$ cat src/rtl/irq_retrofit_pkg.sv
package irq_retrofit_pkg;

    localparam int OP_W    = 3;
    localparam int ADDR_W  = 13;
    localparam int INSTR_W = OP_W + ADDR_W;
    localparam int BANK_W  = 8;
    localparam int N_BANKS = 2;

    localparam logic [OP_W-1:0] OP_XEC = 3'b110;
    localparam logic [OP_W-1:0] OP_JMP = 3'b111;

    typedef struct packed {
        logic [OP_W-1:0]   op;
        logic [ADDR_W-1:0] target;
    } instr_t;

    typedef enum logic [1:0] {
        SRC_MEM,
        SRC_VEC,
        SRC_RET
    } bus_src_e;

    function automatic instr_t jmp_to(input logic [ADDR_W-1:0] a);
        instr_t w;
        w.op     = OP_JMP;
        w.target = a;
        return w;
    endfunction

    function automatic logic is_ret_word(input instr_t w);
        return (w.op == OP_JMP) && (&w.target);
    endfunction

    function automatic logic is_xec_word(input instr_t w);
        return w.op == OP_XEC;
    endfunction

endpackage

$ cat src/rtl/irq_sync.sv
module irq_sync #(
    parameter int STAGES = 2
) (
    input  logic clk,
    input  logic rst,
    input  logic async_in,
    output logic rise
);
    logic [STAGES-1:0] chain;
    logic              last;

    always_ff @(posedge clk) begin
        if (rst) begin
            chain <= '0;
            last  <= 1'b0;
        end else begin
            chain <= {chain[STAGES-2:0], async_in};
            last  <= chain[STAGES-1];
        end
    end

    assign rise = chain[STAGES-1] & ~last;

endmodule

$ cat src/rtl/irq_decode.sv
module irq_decode
    import irq_retrofit_pkg::*;
(
    input  instr_t word,
    output logic   is_xec,
    output logic   is_ret
);
    always_comb begin
        is_xec = is_xec_word(word);
        is_ret = is_ret_word(word);
    end
endmodule

$ cat src/rtl/bank_latch.sv
module bank_latch #(
    parameter int W = 8,
    parameter int N = 2
) (
    input  logic                clk,
    input  logic                rst,
    input  logic [N-1:0]        stb,
    input  logic [W-1:0]        din,
    input  logic                block,
    output logic [N-1:0][W-1:0] q
);
    for (genvar i = 0; i < N; i++) begin : g_bank
        always_ff @(posedge clk) begin
            if (rst)
                q[i] <= '0;
            else if (stb[i] && !block)
                q[i] <= din;
        end
    end

    // a running handler freezes every saved selection
    p_bank_hold_r9: assert property (@(posedge clk) disable iff (rst)
        block |=> $stable(q));

endmodule

$ cat src/rtl/irq_retrofit.sv
module irq_retrofit
    import irq_retrofit_pkg::*;
#(
    parameter logic [12:0] VEC_ADDR = 13'h0001
) (
    input  logic        clk,
    input  logic        rst,
    input  logic        irq_async,
    input  logic [12:0] pc_addr,
    input  logic [15:0] mem_instr,
    output logic [15:0] cpu_instr,
    input  logic [7:0]  bank_addr,
    input  logic        left_sel_stb,
    input  logic        right_sel_stb,
    output logic [7:0]  saved_left,
    output logic [7:0]  saved_right,
    output logic [12:0] ret_addr,
    output logic        in_service
);
    instr_t                         mem_w;
    logic                           cur_xec, cur_ret, req_rise;
    logic                           pending, prev_xec, svc;
    logic [ADDR_W-1:0]              ret_q;
    bus_src_e                       src;
    logic [N_BANKS-1:0][BANK_W-1:0] banks;

    assign mem_w = instr_t'(mem_instr);

    irq_sync #(.STAGES(2)) u_sync (
        .clk(clk), .rst(rst), .async_in(irq_async), .rise(req_rise)
    );

    irq_decode u_dec (
        .word(mem_w), .is_xec(cur_xec), .is_ret(cur_ret)
    );

    always_comb begin
        src = SRC_MEM;
        if (svc && cur_ret)
            src = SRC_RET;
        else if (!svc && pending && !cur_xec && !prev_xec)
            src = SRC_VEC;
    end

    always_comb begin
        case (src)
            SRC_VEC: cpu_instr = jmp_to(VEC_ADDR);
            SRC_RET: cpu_instr = jmp_to(ret_q);
            default: cpu_instr = mem_instr;
        endcase
    end

    always_ff @(posedge clk) begin
        if (rst) begin
            pending  <= 1'b0;
            prev_xec <= 1'b0;
            svc      <= 1'b0;
            ret_q    <= '0;
        end else begin
            prev_xec <= cur_xec;
            pending  <= (pending && src != SRC_VEC) || req_rise;
            if (src == SRC_VEC) begin
                svc   <= 1'b1;
                ret_q <= pc_addr;
            end else if (src == SRC_RET) begin
                svc   <= 1'b0;
            end
        end
    end

    bank_latch #(.W(BANK_W), .N(N_BANKS)) u_banks (
        .clk(clk), .rst(rst),
        .stb({right_sel_stb, left_sel_stb}),
        .din(bank_addr), .block(svc), .q(banks)
    );

    assign saved_left  = banks[0];
    assign saved_right = banks[1];
    assign ret_addr    = ret_q;
    assign in_service  = svc;

    // a synchronized rise always leaves a request pending
    p_pend_set_r2: assert property (@(posedge clk) disable iff (rst)
        req_rise |=> pending);

    // entry into service is preceded by the vector jump on the bus
    p_vec_word_r3: assert property (@(posedge clk) disable iff (rst)
        $rose(svc) |-> $past(cpu_instr) == 16'(jmp_to(VEC_ADDR)));

    // no nesting, return address steady inside a handler
    p_no_nest_r4: assert property (@(posedge clk) disable iff (rst)
        (svc && !cur_ret) |=> (svc && $stable(ret_q)));

    // return word inside a handler ends service
    p_ret_clear_r5: assert property (@(posedge clk) disable iff (rst)
        (svc && cur_ret) |=> !svc);

    // execute-indirect fetch never starts service
    p_xec_now_r7: assert property (@(posedge clk) disable iff (rst)
        (cur_xec && !svc) |=> !svc);

    // nor does the fetch right after it
    p_xec_next_r7: assert property (@(posedge clk) disable iff (rst)
        (prev_xec && !svc) |=> !svc);

    // a request waiting on a handler is kept
    p_pend_hold_r8: assert property (@(posedge clk) disable iff (rst)
        (pending && svc) |=> pending);

endmodule

$ cat config.mk
export PLATFORM = sky130hd
export DESIGN_NAME = irq_retrofit
export DESIGN_NICKNAME = d
export VERILOG_FILES = /design/src/rtl/irq_retrofit_pkg.sv /design/src/rtl/irq_sync.sv /design/src/rtl/irq_decode.sv /design/src/rtl/bank_latch.sv /design/src/rtl/irq_retrofit.sv
export SDC_FILE = /design/constraint.sdc
export NUM_CORES = 1
export LEC_CHECK = 0
export ABC_AREA = 1
export BUFFER_PORTS_ARGS = -buffer_cell sky130_fd_sc_hd__buf_2
export CORE_MARGIN = 4
export CORE_UTILIZATION = 25
export DETAILED_ROUTE_END_ITERATION = 12
export PLACE_DENSITY = 0.53
export SLEW_MARGIN = 20
export SYNTH_ARGS = -nofsm -noshare
export SYNTH_HDL_FRONTEND = slang
export SYNTH_SLANG_ARGS = --single-unit
$ cat constraint.sdc
create_clock -name clk -period 2.95 [get_ports clk]
set_input_delay 0.4425 -clock clk [delete_from_list [all_inputs] [get_ports clk]]
set_output_delay 0.4425 -clock clk [all_outputs]
set_load 0.01 [all_outputs]
# Word level (Yosys, flattened, before mapping)

Index checks and enable logic that the tools add are counted.

Input port bits: 42
Register bits: 35

Reductions and logical operators: 14
Equal/unequal tests: 5
Bitwise gates (word level): 2
Muxes and demuxes: 5

Operator list:

| cell               | count |
|---|---|
| $pmux 16 s2        | 1 |
| $reduce_and 13->1  | 1 |
| $logic_and 1x1->1  | 8 |
| $eq 3x3->1 const B | 2 |
| $logic_not 1->1    | 3 |
| $mux 1             | 3 |
| $eq 2x1->1 const B | 1 |
| $eq 2x2->1 const B | 1 |
| $mux 2             | 1 |
| $ne 2x1->1 const B | 1 |
| $reduce_bool 2->1  | 1 |
| $and 1x1->1        | 1 |
| $logic_or 1x1->1   | 1 |
| $not 1->1          | 1 |

# Depth between registers and ports, before layout

Depth in word-level cells: 9
Gate-level depth with buffers: 8

# Modules after synthesis

A second synthesis with hierarchy kept.

Cell total of the unflattened synthesis: 244
Area total of the unflattened synthesis: 1637.8 um2

By module, submodules not included:

| module       | instances | area each (um2) | cells each |
|---|---|---|---|
| irq_retrofit | 1         | 820.8           | 120 |
| bank_latch   | 1         | 668.1           | 98 |
| irq_sync     | 1         | 86.3            | 10 |
| irq_decode   | 1         | 62.6            | 16 |

# Least setup slack after synthesis

OpenSTA, ideal clock, no wires.

Path type: input -> output
Start point: in mem_instr[5]
End point: out cpu_instr[10]
Arrival time: 1.152 ns
Path slack: 1.356 ns
Stages: 7
Required time: 2.508 ns
Path through: nand2_1 nor2_1 nand2_1 nor2_4 nand2_4 buf_6 o21ai_2

Word-level cells in the longest chain between the ends: 6

RTL lines:

| element                                         | line                   | RTL |
|---|---|---|
| start: declaration                              | irq_retrofit.sv:10     | `input logic [15:0] mem_instr,` |
| $reduce_and 13->1 (*)                           | irq_retrofit_pkg.sv:31 | `return (w.op == OP_JMP) && (&w.target);` |
| $logic_and 1x1->1 (*)                           | irq_retrofit_pkg.sv:31 |  |
| $logic_and 1x1->1 (*)                           | irq_retrofit.sv:39     | `if (svc && cur_ret)` |
| $mux 2 (*)                                      | irq_retrofit.sv:39     |  |
| $eq 2x2->1 / $eq 2x1->1 (equally long branches) | irq_retrofit.sv:46     | `case (src)` |
| $pmux 16 s2 (*)                                 | irq_retrofit.sv:46     |  |
| end: declaration                                | irq_retrofit.sv:11     | `output logic [15:0] cpu_instr,` |

Mark *: on every way between the ends. The rest lies on a longest branch, timed or not.

# Worst setup path after layout

Start point: reg svc, in the netlist in_service
End point: out cpu_instr[15]

Word-level cells in the longest chain between the ends: 8

RTL lines:

| element                                         | line               | RTL |
|---|---|---|
| start: declaration                              | irq_retrofit.sv:22 | `logic pending, prev_xec, svc;` |
| start signal: assignment                        | irq_retrofit.sv:57 | `svc <= 1'b0;` |
| start signal: assignment                        | irq_retrofit.sv:63 | `svc <= 1'b1;` |
| start signal: assignment                        | irq_retrofit.sv:66 | `svc <= 1'b0;` |
| $logic_not 1->1                                 | irq_retrofit.sv:41 | `else if (!svc && pending && !cur_xec && !prev_xec)` |
| $logic_and 1x1->1 (3 in a row)                  | irq_retrofit.sv:41 |  |
| $mux 1                                          | irq_retrofit.sv:41 |  |
| $mux 2 (*)                                      | irq_retrofit.sv:39 |  |
| $eq 2x2->1 / $eq 2x1->1 (equally long branches) | irq_retrofit.sv:46 |  |
| $pmux 16 s2 (*)                                 | irq_retrofit.sv:46 |  |

Marks and branches as above.

==> results.json <==
{
  "cts.sinks": 35,
  "finalMaxSlewViolations": 0,
  "critical_path.endpoint_type": "primary output",
  "worstMarginPinSlew_ns": 0.776,
  "leakagePower_nw": 1.10,
  "cts_resized": 0,
  "rows": 28,
  "rsz0062_at_grt": "false",
  "core_um2": 5960,
  "grt_pass1_vias": 1457,
  "cts.clk_slew.worst_paths_ns": 0.07,
  "power.internal_w": 0.000802,
  "cp_max_fo": 34,
  "outcome": "finished, final reports clean",
  "power.density_nw_per_um2": 514,
  "critPathKind": "reg -> out",
  "switching_share_pct": 27.0,
  "reg2reg_from": "in_service",
  "drt_wl_total_mm": 4.35,
  "irDropWorstVdd_v": 0.000202,
  "ys_warn_count": 0,
  "start_util_pct": 25.9,
  "drive_gt1_share_pct": 41.5,
  "critPathLaunchType": "register",
  "port-buffer-count": 87,
  "power_w": 0.00110,
  "vias": 1558,
  "dieArea_um2": 7490,
  "finalSetupViolCount": 0,
  "power.share.sequential_pct": 47.3,
  "timing.setup.tns_ns": 0,
  "worstPathArrival_ns": 1.75,
  "ys_seq_area_share_pct": 45.4,
  "die_height_um": 86.6,
  "endpoint": "cpu_instr[15]",
  "clkPwrFrac_pct": 34.6,
  "clk_path_buf_depth": 2,
  "gp_congestion": 0.760,
  "n_antenna_cell": 0,
  "drv_cap": 0,
  "period_needed_ns": 2.19,
  "clock-root-buffer": "clkbuf_8",
  "numCtsBuffers": 5,
  "reg2reg_slack_ns": 1.56,
  "routedWlPerCell_um": 11.9,
  "synth_nets": 244,
  "yosys.cell_types.count": 19,
  "grt_antenna_before_repair": 0,
  "grt_remaining_overflow": 0,
  "ys_seq_elements": 35,
  "syn_avg_cell_area_um2": 7.64,
  "ioPinCount": 88,
  "antenna_left": 0,
  "clock_latency_ns": 0.28,
  "fmax_ghz": 0.457,
  "die_w_um": 86.6,
  "dr.first_iter.drc_count": 18,
  "cp.required_ns": 2.51,
  "post-place-ws_ns": 0.852,
  "cts_tree": "done",
  "hpwl_mm": 3.40,
  "post-cts-setup-buffers": 0,
  "syn_to_final_growth_pct": 38.5,
  "ff2ff_path_depth": 5,
  "reg2reg_to": "ret_addr[12]",
  "grt_pass1_wl_mm": 6.76,
  "combinationalPowerShare_pct": 18.1,
  "netlist_instances": 202,
  "mappedNetlistArea_um2": 1540,
  "maxSlewHeadroom_pct": 48.2,
  "hp-class": "in -> reg",
  "layout_setup_ws_ns": 0.762,
  "fin_worst_skew_ns": 0.00759,
  "grt_util_all_layers_pct": 11.6,
  "cp-startpoint": "in_service",
  "drc": 0,
  "power.switching_w": 0.000297,
  "final_nets": 330,
  "period_share_pct": 74.2,
  "grt_max_degree": 35,
  "finalHoldViolCount": 0,
  "routed_via_density": 4.28,
  "cts_hold_buf": 0,
  "post-route-util_pct": 35.9,
  "dr.pass1.iters": 4,
  "htreeDepth": 2
}
[layout by cell type, fill, tap and decap left out, types with 2 or more instances in the layout]
cell type  synthesis  routed
clkbuf_8           0       7
o21ai_2           12      12
dfxtp_1           35      35
nor2_1            42      42
nand2_1           10      10
o21ai_0           20      20
o21ai_1           10      10
nand3_2            7       7
nand4_1            2       2
inv_2              3       3
buf_2              2      87
nand3_1           10      10
a21oi_1           14      14
inv_1             25      25
[worst max-delay path: stages (launching register included)]
cell and delay [ns]:
dfxtp_1 0.43, nor2_1 0.08, nand3_1 0.28, buf_12 0.24, inv_2 0.05, nor2_1 0.17, nand2_1 0.07, buf_2 0.14
[how the worst min path moves through the flow]
stage | startpoint | slack (ns) | depth (start not counted) | to
6_report | irq_async | 0.36 | 3 | u_sync.chain[0]
5_1_grt | irq_async | 0.35 | 3 | u_sync.chain[0]
4_1_cts | irq_async | 0.35 | 3 | u_sync.chain[0]
3_5_place_dp | u_sync.chain[0] | 0.40 | 2 | u_sync.chain[1]
3_3_place_gp | u_sync.chain[0] | 0.40 | 2 | u_sync.chain[1]
2_1_floorplan | u_sync.chain[0] | 0.39 | 2 | u_sync.chain[1]
[registers in the layout, indices dropped and copies added, names as in the netlist]
register / cells
u_banks.q: 16
ret_addr: 13
u_sync.chain: 2
in_service: 1
pending: 1
prev_xec: 1
u_sync.last: 1
[Yosys cell counts]
cell type | n | area share, %
a21oi_1 | 14 | 4.5
buf_2 | 2 | 0.65
buf_4 | 1 | 0.49
buf_6 | 2 | 1.5
clkbuf_1 | 4 | 0.97
dfxtp_1 | 35 | 45
inv_1 | 25 | 6.1
inv_2 | 3 | 0.73
nand2_1 | 10 | 2.4
nand2_4 | 1 | 0.73
nand3_1 | 10 | 3.2
nand3_2 | 7 | 4.5
nand4_1 | 2 | 0.81
nor2_1 | 42 | 10
nor2_2 | 1 | 0.41
nor2_4 | 1 | 0.73
o21ai_0 | 20 | 6.5
o21ai_1 | 10 | 3.2
o21ai_2 | 12 | 6.8
[metal layers]
metal	wire length, um	track usage (%)	vias up	part of all wire, %
met2	1760	16.9	80	40
met1	1960	14.7	653	45
met5	0	0	-	0
met4	28	3.40	0	0.64
li1	-	-	823	-
met3	595	6.37	2	14
[cells by family after synthesis]
| logic type | share of synthesized area (%) |
|---|---|
| flip-flops | 45.4 |
| AO/OA/AOI/OAI | 21.1 |
| buffers and inverters | 10.4 |
| AND/OR/NAND/NOR | 23.1 |
[through the flow]
stage / cells / hold WS (ns) / area (um2)
finish: 364 / 0.361 / 2140
global route: 364 / 0.348 / 2140
CTS: 364 / 0.349 / 2140
detailed placement: 356 / 0.396 / 2040
global placement: 356 / 0.398 / 2040
floorplan: 202 / 0.388 / 1540
[power by group through the flow]
stage | Sequential (W) | Combinational, W | Clock (W)
2_1_floorplan | 0.000543 | 0.0000932 | 0
5_1_grt | 0.000523 | 0.000224 | 0.000420
4_1_cts | 0.000520 | 0.000203 | 0.000397
6_report | 0.000519 | 0.000199 | 0.000380
3_3_place_gp | 0.000530 | 0.000203 | 0
3_5_place_dp | 0.000530 | 0.000202 | 0
[cell type report]
cell class,count,area [um2]
fillers,654,3820
flip-flops and latches,35,701
multi-input cells,130,682
repair buffers,88,455
inverters,28,105
clock buffers,8,100
well taps,75,93.8
No activity file was read; power rests on OpenSTA's default activity.
